$ cat config.mk
export PLATFORM = sky130hd
export DESIGN_NAME = pbal_link
export DESIGN_NICKNAME = d
export VERILOG_FILES = /design/src/rtl/pbal_pkg.sv /design/src/rtl/pbal_rst_sync.sv /design/src/rtl/pbal_enc_map.sv /design/src/rtl/pbal_dec_map.sv /design/src/rtl/pbal_link.sv
export SDC_FILE = /design/constraint.sdc
export NUM_CORES = 1
export LEC_CHECK = 0
export ABC_CLOCK_PERIOD_IN_PS = 800
export BUFFER_PORTS_ARGS = -buffer_cell sky130_fd_sc_hd__buf_2
export CAP_MARGIN = 0
export CORE_MARGIN = 4
export CORE_UTILIZATION = 39
export CTS_CLUSTER_SIZE = 20
export DETAILED_ROUTE_END_ITERATION = 10
export GPL_TIMING_DRIVEN = 0
export PLACE_DENSITY = 0.6
export SLEW_MARGIN = 5
export SYNTH_ARGS = -nofsm -noshare
export SYNTH_HDL_FRONTEND = slang
export SYNTH_SLANG_ARGS = --single-unit
export TNS_END_PERCENT = 5
$ cat constraint.sdc
create_clock -name clk -period 0.8 [get_ports clk]
set_input_delay 0.08 -clock clk [delete_from_list [all_inputs] [get_ports clk]]
set_output_delay 0.08 -clock clk [all_outputs]
set_load 0.005 [all_outputs]
$ cat src/rtl/pbal_pkg.sv
package pbal_pkg;
  parameter int DATA_W = 4;
  parameter int CODE_W = 5;
  localparam int NUM_CODES = 1 << DATA_W;
  localparam int NUM_WORDS = 1 << CODE_W;
  localparam int LO_WT     = CODE_W / 2;
  localparam int HI_WT     = LO_WT + 1;

  function automatic int ones(input logic [CODE_W-1:0] w);
    int n = 0;
    for (int b = 0; b < CODE_W; b++) n += int'(w[b]);
    return n;
  endfunction

  // idx-th smallest word whose weight is LO_WT or HI_WT
  function automatic logic [CODE_W-1:0] code_of(input int idx);
    int seen = 0;
    logic [CODE_W-1:0] res = '0;
    for (int v = 0; v < NUM_WORDS; v++) begin
      if (ones(CODE_W'(v)) == LO_WT || ones(CODE_W'(v)) == HI_WT) begin
        if (seen == idx) res = CODE_W'(v);
        seen++;
      end
    end
    return res;
  endfunction
endpackage

$ cat src/rtl/pbal_rst_sync.sv
module pbal_rst_sync (
  input  logic clk,
  input  logic rst_n,
  output logic rst_sync_n
);
  logic [1:0] sync_q;

  always_ff @(posedge clk or negedge rst_n) begin
    if (!rst_n) sync_q <= 2'b00;
    else        sync_q <= {sync_q[0], 1'b1};
  end

  assign rst_sync_n = sync_q[1];
endmodule

$ cat src/rtl/pbal_enc_map.sv
module pbal_enc_map
  import pbal_pkg::*;
(
  input  logic [DATA_W-1:0] nibble,
  output logic [CODE_W-1:0] code,
  output logic              bal
);
  logic [CODE_W-1:0] tab [NUM_CODES];

  for (genvar i = 0; i < NUM_CODES; i++) begin : g_tab
    assign tab[i] = code_of(i);
  end

  always_comb begin
    code = tab[nibble];
    bal  = ($countones(code) == LO_WT);
  end
endmodule

$ cat src/rtl/pbal_dec_map.sv
module pbal_dec_map
  import pbal_pkg::*;
(
  input  logic [CODE_W-1:0] word,
  output logic [DATA_W-1:0] nibble,
  output logic              legal
);
  logic [NUM_CODES-1:0] hit;

  for (genvar i = 0; i < NUM_CODES; i++) begin : g_cmp
    localparam logic [CODE_W-1:0] K = code_of(i);
    assign hit[i] = (word == K);
  end

  always_comb begin
    nibble = '0;
    for (int i = 0; i < NUM_CODES; i++) begin
      if (hit[i]) nibble = nibble | DATA_W'(i);
    end
    legal = |hit;
  end
endmodule

$ cat src/rtl/pbal_link.sv
module pbal_link
  import pbal_pkg::*;
(
  input  logic              clk,
  input  logic              rst_n,
  input  logic              enc_valid_i,
  input  logic [DATA_W-1:0] enc_data_i,
  output logic              enc_valid_o,
  output logic [CODE_W-1:0] enc_code_o,
  output logic              enc_bal_o,
  input  logic              dec_valid_i,
  input  logic [CODE_W-1:0] dec_code_i,
  output logic              dec_valid_o,
  output logic [DATA_W-1:0] dec_data_o,
  output logic              dec_err_o
);
  localparam logic [CODE_W-1:0] RST_CODE = code_of(0);
  localparam logic              RST_BAL  = ($countones(RST_CODE) == LO_WT);

  logic rst_sync_n;

  pbal_rst_sync u_rst (.clk(clk), .rst_n(rst_n), .rst_sync_n(rst_sync_n));

  // ---------------- transmit path ----------------
  logic [CODE_W-1:0] map_code;
  logic              map_bal;
  logic [CODE_W-1:0] code_q, code_d;
  logic              bal_q, bal_d, ev_q, ev_d;

  pbal_enc_map u_emap (.nibble(enc_data_i), .code(map_code), .bal(map_bal));

  always_comb begin
    code_d = code_q;
    bal_d  = bal_q;
    ev_d   = enc_valid_i;
    if (enc_valid_i) begin
      code_d = map_code;
      bal_d  = map_bal;
    end
  end

  always_ff @(posedge clk or negedge rst_sync_n) begin
    if (!rst_sync_n) begin
      code_q <= RST_CODE;
      bal_q  <= RST_BAL;
      ev_q   <= 1'b0;
    end else begin
      code_q <= code_d;
      bal_q  <= bal_d;
      ev_q   <= ev_d;
    end
  end

  assign enc_code_o  = code_q;
  assign enc_bal_o   = bal_q;
  assign enc_valid_o = ev_q;

  // ---------------- receive path ----------------
  logic [DATA_W-1:0] dmap_nib;
  logic              dmap_legal;
  logic [DATA_W-1:0] dat_q, dat_d;
  logic              dv_q, dv_d, de_q, de_d;

  pbal_dec_map u_dmap (.word(dec_code_i), .nibble(dmap_nib), .legal(dmap_legal));

  always_comb begin
    dat_d = dat_q;
    dv_d  = 1'b0;
    de_d  = 1'b0;
    if (dec_valid_i) begin
      if (dmap_legal) begin
        dat_d = dmap_nib;
        dv_d  = 1'b1;
      end else begin
        de_d  = 1'b1;
      end
    end
  end

  always_ff @(posedge clk or negedge rst_sync_n) begin
    if (!rst_sync_n) begin
      dat_q <= '0;
      dv_q  <= 1'b0;
      de_q  <= 1'b0;
    end else begin
      dat_q <= dat_d;
      dv_q  <= dv_d;
      de_q  <= de_d;
    end
  end

  assign dec_data_o  = dat_q;
  assign dec_valid_o = dv_q;
  assign dec_err_o   = de_q;
endmodule

# --- Word level (Yosys, flattened, before mapping) ---
# Memory sizes are Yosys's and may differ from the RTL's.
# Index checks and enable logic that the tools add are counted.
classes:
  eq_ne: 17
  muxes: 21
  magnitude_cmp: 1
  shifts: 0
  n_bitwise: 1
  addsub: 4
  n_reduce_logical: 2
  div: 0
  multipliers: 0
ops:
  columns: ["op", "n"]
  rows:
  - ["$add A32 B1 Y32", 1]
  - ["$add A32 B32 Y32", 1]
  - ["$eq A32 B3 Y1 const B", 1]
  - ["$mux W4", 8]
  - ["$eq A5 B4 Y1 const B", 6]
  - ["$eq A5 B5 Y1 const B", 6]
  - ["$reduce_or A16 Y1", 1]
  - ["$eq A5 B3 Y1 const B", 3]
  - ["$mux W3", 4]
  - ["$mux W5", 2]
  - ["$eq A5 B2 Y1 const B", 1]
  - ["$ge A5 B5 Y1 const B", 1]
  - ["$mux W1", 5]
  - ["$not A4 Y5", 1]
  - ["$add A1 B1 Y2", 2]
  - ["$mux W2", 2]
  - ["$reduce_and A2 Y1", 1]
word_totals:
  rom_bits: 80
  register_bits: 15
  out_inout_bits: 13
  latch_bits: 0
  n_memories: 1
  ramBits: 0
  in_bits: 13
  wordCells: 54
memory_table:
  columns: ["memory", "depth", "word_bits", "rd", "rd_ports_with_merged_regs", "wr", "line", "source"]
  rows:
  - ["(name not given)", 16, 5, 1, 0, 0, "pbal_enc_map.sv:15", "code = tab[nibble];"]

# --- Depth between registers and ports, before layout ---
logic_depth:
  word_depth: 16
  mapped_depth: 12
  mapped_depth_nobuf: 12

# --- Modules after synthesis ---
# A second synthesis with hierarchy kept.
hier_totals:
  cells_unflattened: 88
  hier_area_um2: 1026.0
by_module_without_submodules:
  columns: ["module", "instances", "cells_per_inst", "area_each_um2", "seq_area_each_um2"]
  rows:
  - ["pbal_link", 1, 27, 486.7, 329.1]
  - ["pbal_enc_map", 1, 28, 264.0, 0.0]
  - ["pbal_dec_map", 1, 30, 221.5, 0.0]
  - ["pbal_rst_sync", 1, 3, 53.8, 50.0]

# --- Worst setup path after synthesis ---
# No wires, ideal clock.
synth_path:
  kind: "input port to flip-flop"
  from: "in enc_data_i[1]"
  to: "reg bal_q, in the netlist enc_bal_o"
  required_ns: 0.721
  arrival_ns: 2.057
  setup_time_ns: 0.079
  cell_stages: 12
  setup_slack_ns: -1.336
  n_path_buf: 0
  path_cell_list: "inv_1 > ha_1 > xor2_1 > nand2_1 > o31ai_1 > ha_1 > fa_1 > inv_1 > fa_1 > nor2_1 > nand3_1 > o21ai_0"
synth_between:
  elab_chain_cells: 8
  word_cells_on_any_way: 9
  classes_between: "add/sub (4); eq/ne (1); mux (2); bitwise (1); memory (1)"
synth_rtl:
  columns: ["item", "line", "source"]
  rows:
  - ["start: declaration", "pbal_link.sv:7", "input logic [DATA_W-1:0] enc_data_i,"]
  - ["$not A4 Y5 (not written as such)", "pbal_enc_map.sv:15", null]
  - ["$mem_v2 Z16 W5", null, null]
  - ["$mux W5 (not written as such) (2 in series)", "pbal_enc_map.sv:15", null]
  - ["via map_code[1]", "pbal_link.sv:25", "logic [CODE_W-1:0] map_code;"]
  - ["$add A1 B1 Y2 (not written as such)", "pbal_enc_map.sv:16", "bal = ($countones(code) == LO_WT);"]
  - ["$add A32 B32 Y32 (not written as such)", "pbal_enc_map.sv:16", null]
  - ["$add A32 B1 Y32 (not written as such)", "pbal_enc_map.sv:16", null]
  - ["$eq A32 B3 Y1", "pbal_enc_map.sv:16", null]
  - ["end signal: assignment", "pbal_link.sv:49", "bal_q <= bal_d;"]
  - ["end: declaration", "pbal_link.sv:28", "logic bal_q, bal_d, ev_q, ev_d;"]
# The timed path passes the listed nets, and every way through them passes these cells. The select of a mux whose other input is x is not followed.
# A chain may end at the register's enable or synchronous reset.

# --- Final worst setup path ---
layout_path:
  from: "in enc_data_i[0]"
  to: "reg bal_q, in the netlist enc_bal_o"
# The elaborated chain is that of the path after synthesis.

==> run_results.csv <==
group,metric,value,unit
finish,final_cell_mix,"buf_2, dfrtp_1, inv_1, nand2_1, o21ai_0",
floorplanning,start_util,40.9,%
routing,drc,0,
global_routing,grt_pass1_vias,825,
worst_setup_path,crit_family,"adder cells",
routing,vias,824,
routing,first_iter_violations,26,
timing,slew_viol_final,0,
pwr,power_density,1500,mW/mm2
synth,async_reset_ff_share,100,%
finish,drive_gt1_share,48.9,%
finish,multi_input_area,637,um2
worst_hold_path,hold_class,"in2reg",
timing,fin_crit,1910,ps
cts,htree_levels,1,
finish,final_cell_area,0.00140,mm2
finish,final_common_cell,"buf_2",
worst_setup_path,required,1020,ps
place,dpl-instance-area,0.00121,mm2
synth,syn_area_per_cell,10.0,um2
global_routing,grt_max_degree,14,
routing,vias_per_cell,5.12,
place,pre_cts_ws,-1590,ps
cts,clkSinkCount,15,
global_routing,grt_overflow,0,
worst_setup_path,crit_slowest_cell,"fa_1",
synth,synth_seq_area_share,37.0,%
timing,fin_crit_sh,239,%
timing,fin_ws,-1110,ps
routing,ant_nets,0,
timing,grt_setup_unrepaired,"true",
worst_setup_path,criticalPathCategory,"in2reg",
cts,root_buffer,"clkbuf_4",
pwr,ir_drop,1.11,mV
synth,syn_area,0.00102,mm2
finish,seqCellArea,379,um2
synth,syn-num-nets,123,
finish,fill_cells,222,
global_routing,grt_antenna_before_repair,0,
floorplanning,pin_count,26,
timing,skew,2.79,ps
cts,insertion_delay,280,ps
worst_setup_path,crit_path_start_kind,"primary input",
cts,clockBufferDepth,2,
worst_setup_path,critPathCaptureType,"flip-flop",
routing,wire_per_inst,13.0,um
cts,cts_inserted_buffers,3,
timing,finalHoldViolCount,0,
place,place_congestion,0.776,
synth,syn_inst,102,
routing,finalWirelength,2.09,mm
worst_setup_path,worst_path_largest_cell_delay,400,ps
routing,dr.pass1.iters,4,
floorplanning,rows,18,
flow_run,cap_violations,0,
synth,ys_warn_count,0,
place,port-buffer-count,22,
run_status,failed_checks,"negative setup slack",
place,dp_hpwl,1.54,mm
finish,syn_to_final_growth,36.7,%
synth,ys.flop_type,"dfrtp_1",
synth,synth_edf_count,0,
timing,max_freq,0.523,GHz
run_status,status,"finished with violations",
floorplanning,die_x,59.2,um
finish,layout.nets,153,
pwr,cellLeakagePower,0.000625,uW
worst_setup_path,crit_fanout,5,
timing,setup_violations,18,
global_routing,grtUsageTotal,13.3,%
worst_setup_path,cp_common_cell,"ha_4",
floorplanning,core-area,0.00250,mm2
floorplanning,dieArea,0.00351,mm2
worst_setup_path,cp_num_buf_inv,3,
floorplanning,die_y,59.2,um
global_routing,grt_pass1_wl,3.57,mm
worst_setup_path,arrival,2130,ps
synth,ys_seq_elements,15,
finish,antenna_cells,0,
synth,netlist-cell-type-count,40,
cts,clkTransAtPathRegs,90,ps
worst_setup_path,path_cells,"buf_12 > inv_12 > ha_4 > xor2_1 > nand2_1 > o31ai_4 > ha_4 > fa_2 > inv_2 > fa_1 > nor2_1 > nand3_1 > o21ai_1",
cts,cts_tree,"yes",
[Yosys cell counts (2+ instances only)]
cell,n,area (um2)
a21oi_1,4,20.0
buf_2,3,15.0
buf_6,3,33.8
clkbuf_1,2,7.51
dfrtp_1,12,300
dfstp_2,3,78.8
fa_1,2,40.0
ha_1,6,75.1
inv_1,10,37.5
mux2_2,5,56.3
mux2_4,3,45.0
mux2i_1,2,20.0
nand2_1,6,22.5
nand3_1,2,10.0
nor2_1,4,15.0
nor2b_1,3,18.8
o21ai_0,9,45.0
[what timing repair did]
action | CTS | global route
gates resized for setup | 19 | 15
hold buffers | 2 | 0
setup endpoints to repair | 21 | 21
hold endpoints to repair | 3 | 0
pin swaps | 6 | 5
setup buffers | 1 | 0
[layout make-up]
| type | count | share of cell area (%) |
|---|---|---|
| sequential | 15 | 27.1 |
| clock buffer | 3 | 1.61 |
| clock inverter | 1 | 0.358 |
| tap | 30 | 2.68 |
| buffer | 9 | 6.26 |
| multi-input combinational | 68 | 45.5 |
| timing repair buffer | 25 | 12.3 |
| inverter | 10 | 4.11 |
[sequential cells by signal, indices dropped and copies added, names as in the netlist]
| register | flops |
|---|---|
| enc_code_o | 5 |
| dec_data_o | 4 |
| u_rst.sync_q | 2 |
| enc_valid_o | 1 |
| dec_valid_o | 1 |
| dec_err_o | 1 |
| enc_bal_o | 1 |
[path summary, 6_finish.rpt]
path / from / endpoint / slack [ps] / cells after the start
max in group asynchronous: u_rst.sync_q[1] / enc_code_o[0] / 240 / 0
hold reg to reg: u_rst.sync_q[1] / enc_valid_o / 200 / 0
min in group asynchronous: rst_n / u_rst.sync_q[0] / 90 / 2
hold / removal: dec_valid_i / dec_err_o / 30 / 3
setup reg to reg: dec_data_o[1] / dec_data_o[1] / 40 / 1
setup / recovery: enc_data_i[0] / enc_bal_o / -1110 / 13
[kinds of logic after synthesis]
| family | share of synthesized area [%] |
|---|---|
| DFF | 37.0 |
| and+or+nand+nor | 15.2 |
| buffers and inverters | 9.90 |
| adders and majority gates | 11.2 |
| xor gates and xnor gates | 0.856 |
| AOI/OAI and AO/OA | 13.6 |
| muxes | 11.9 |
| other | 0.366 |
[through the flow]
| stage | TNS (ps) | total power [uW] | utilization (%) | hold WS [ps] | instances |
|---|---|---|---|---|---|
| global route | -3910 | 2260 | 56.0 | 22.3 | 161 |
| floorplan | -3200 | 1360 | - | -216 | 102 |
| global placement | -5370 | 1560 | 48.4 | -135 | 154 |
| CTS | -3240 | 2080 | 53.6 | 13.7 | 161 |
| finish | -3060 | 2100 | 56.0 | 25.8 | 161 |
| detailed placement | -5660 | 1590 | 48.4 | -133 | 154 |
[where the power goes]
part	switching, uW	internal (uW)	total (uW)
logic	328	388	716
clock network	244	186	430
registers	61.3	889	950
total	633	1460	2100
[layer usage]
| metal | vias up | GRT usage, % | wire (um) |
|---|---|---|---|
| met5 | - | 0 | 0 |
| met4 | 0 | 3.88 | 14 |
| met3 | 2 | 2.83 | 94 |
| met2 | 21 | 25.1 | 1100 |
| met1 | 390 | 14.6 | 876 |
| li1 | 411 | - | - |
Note: power is estimated with default switching activity, not from simulation.
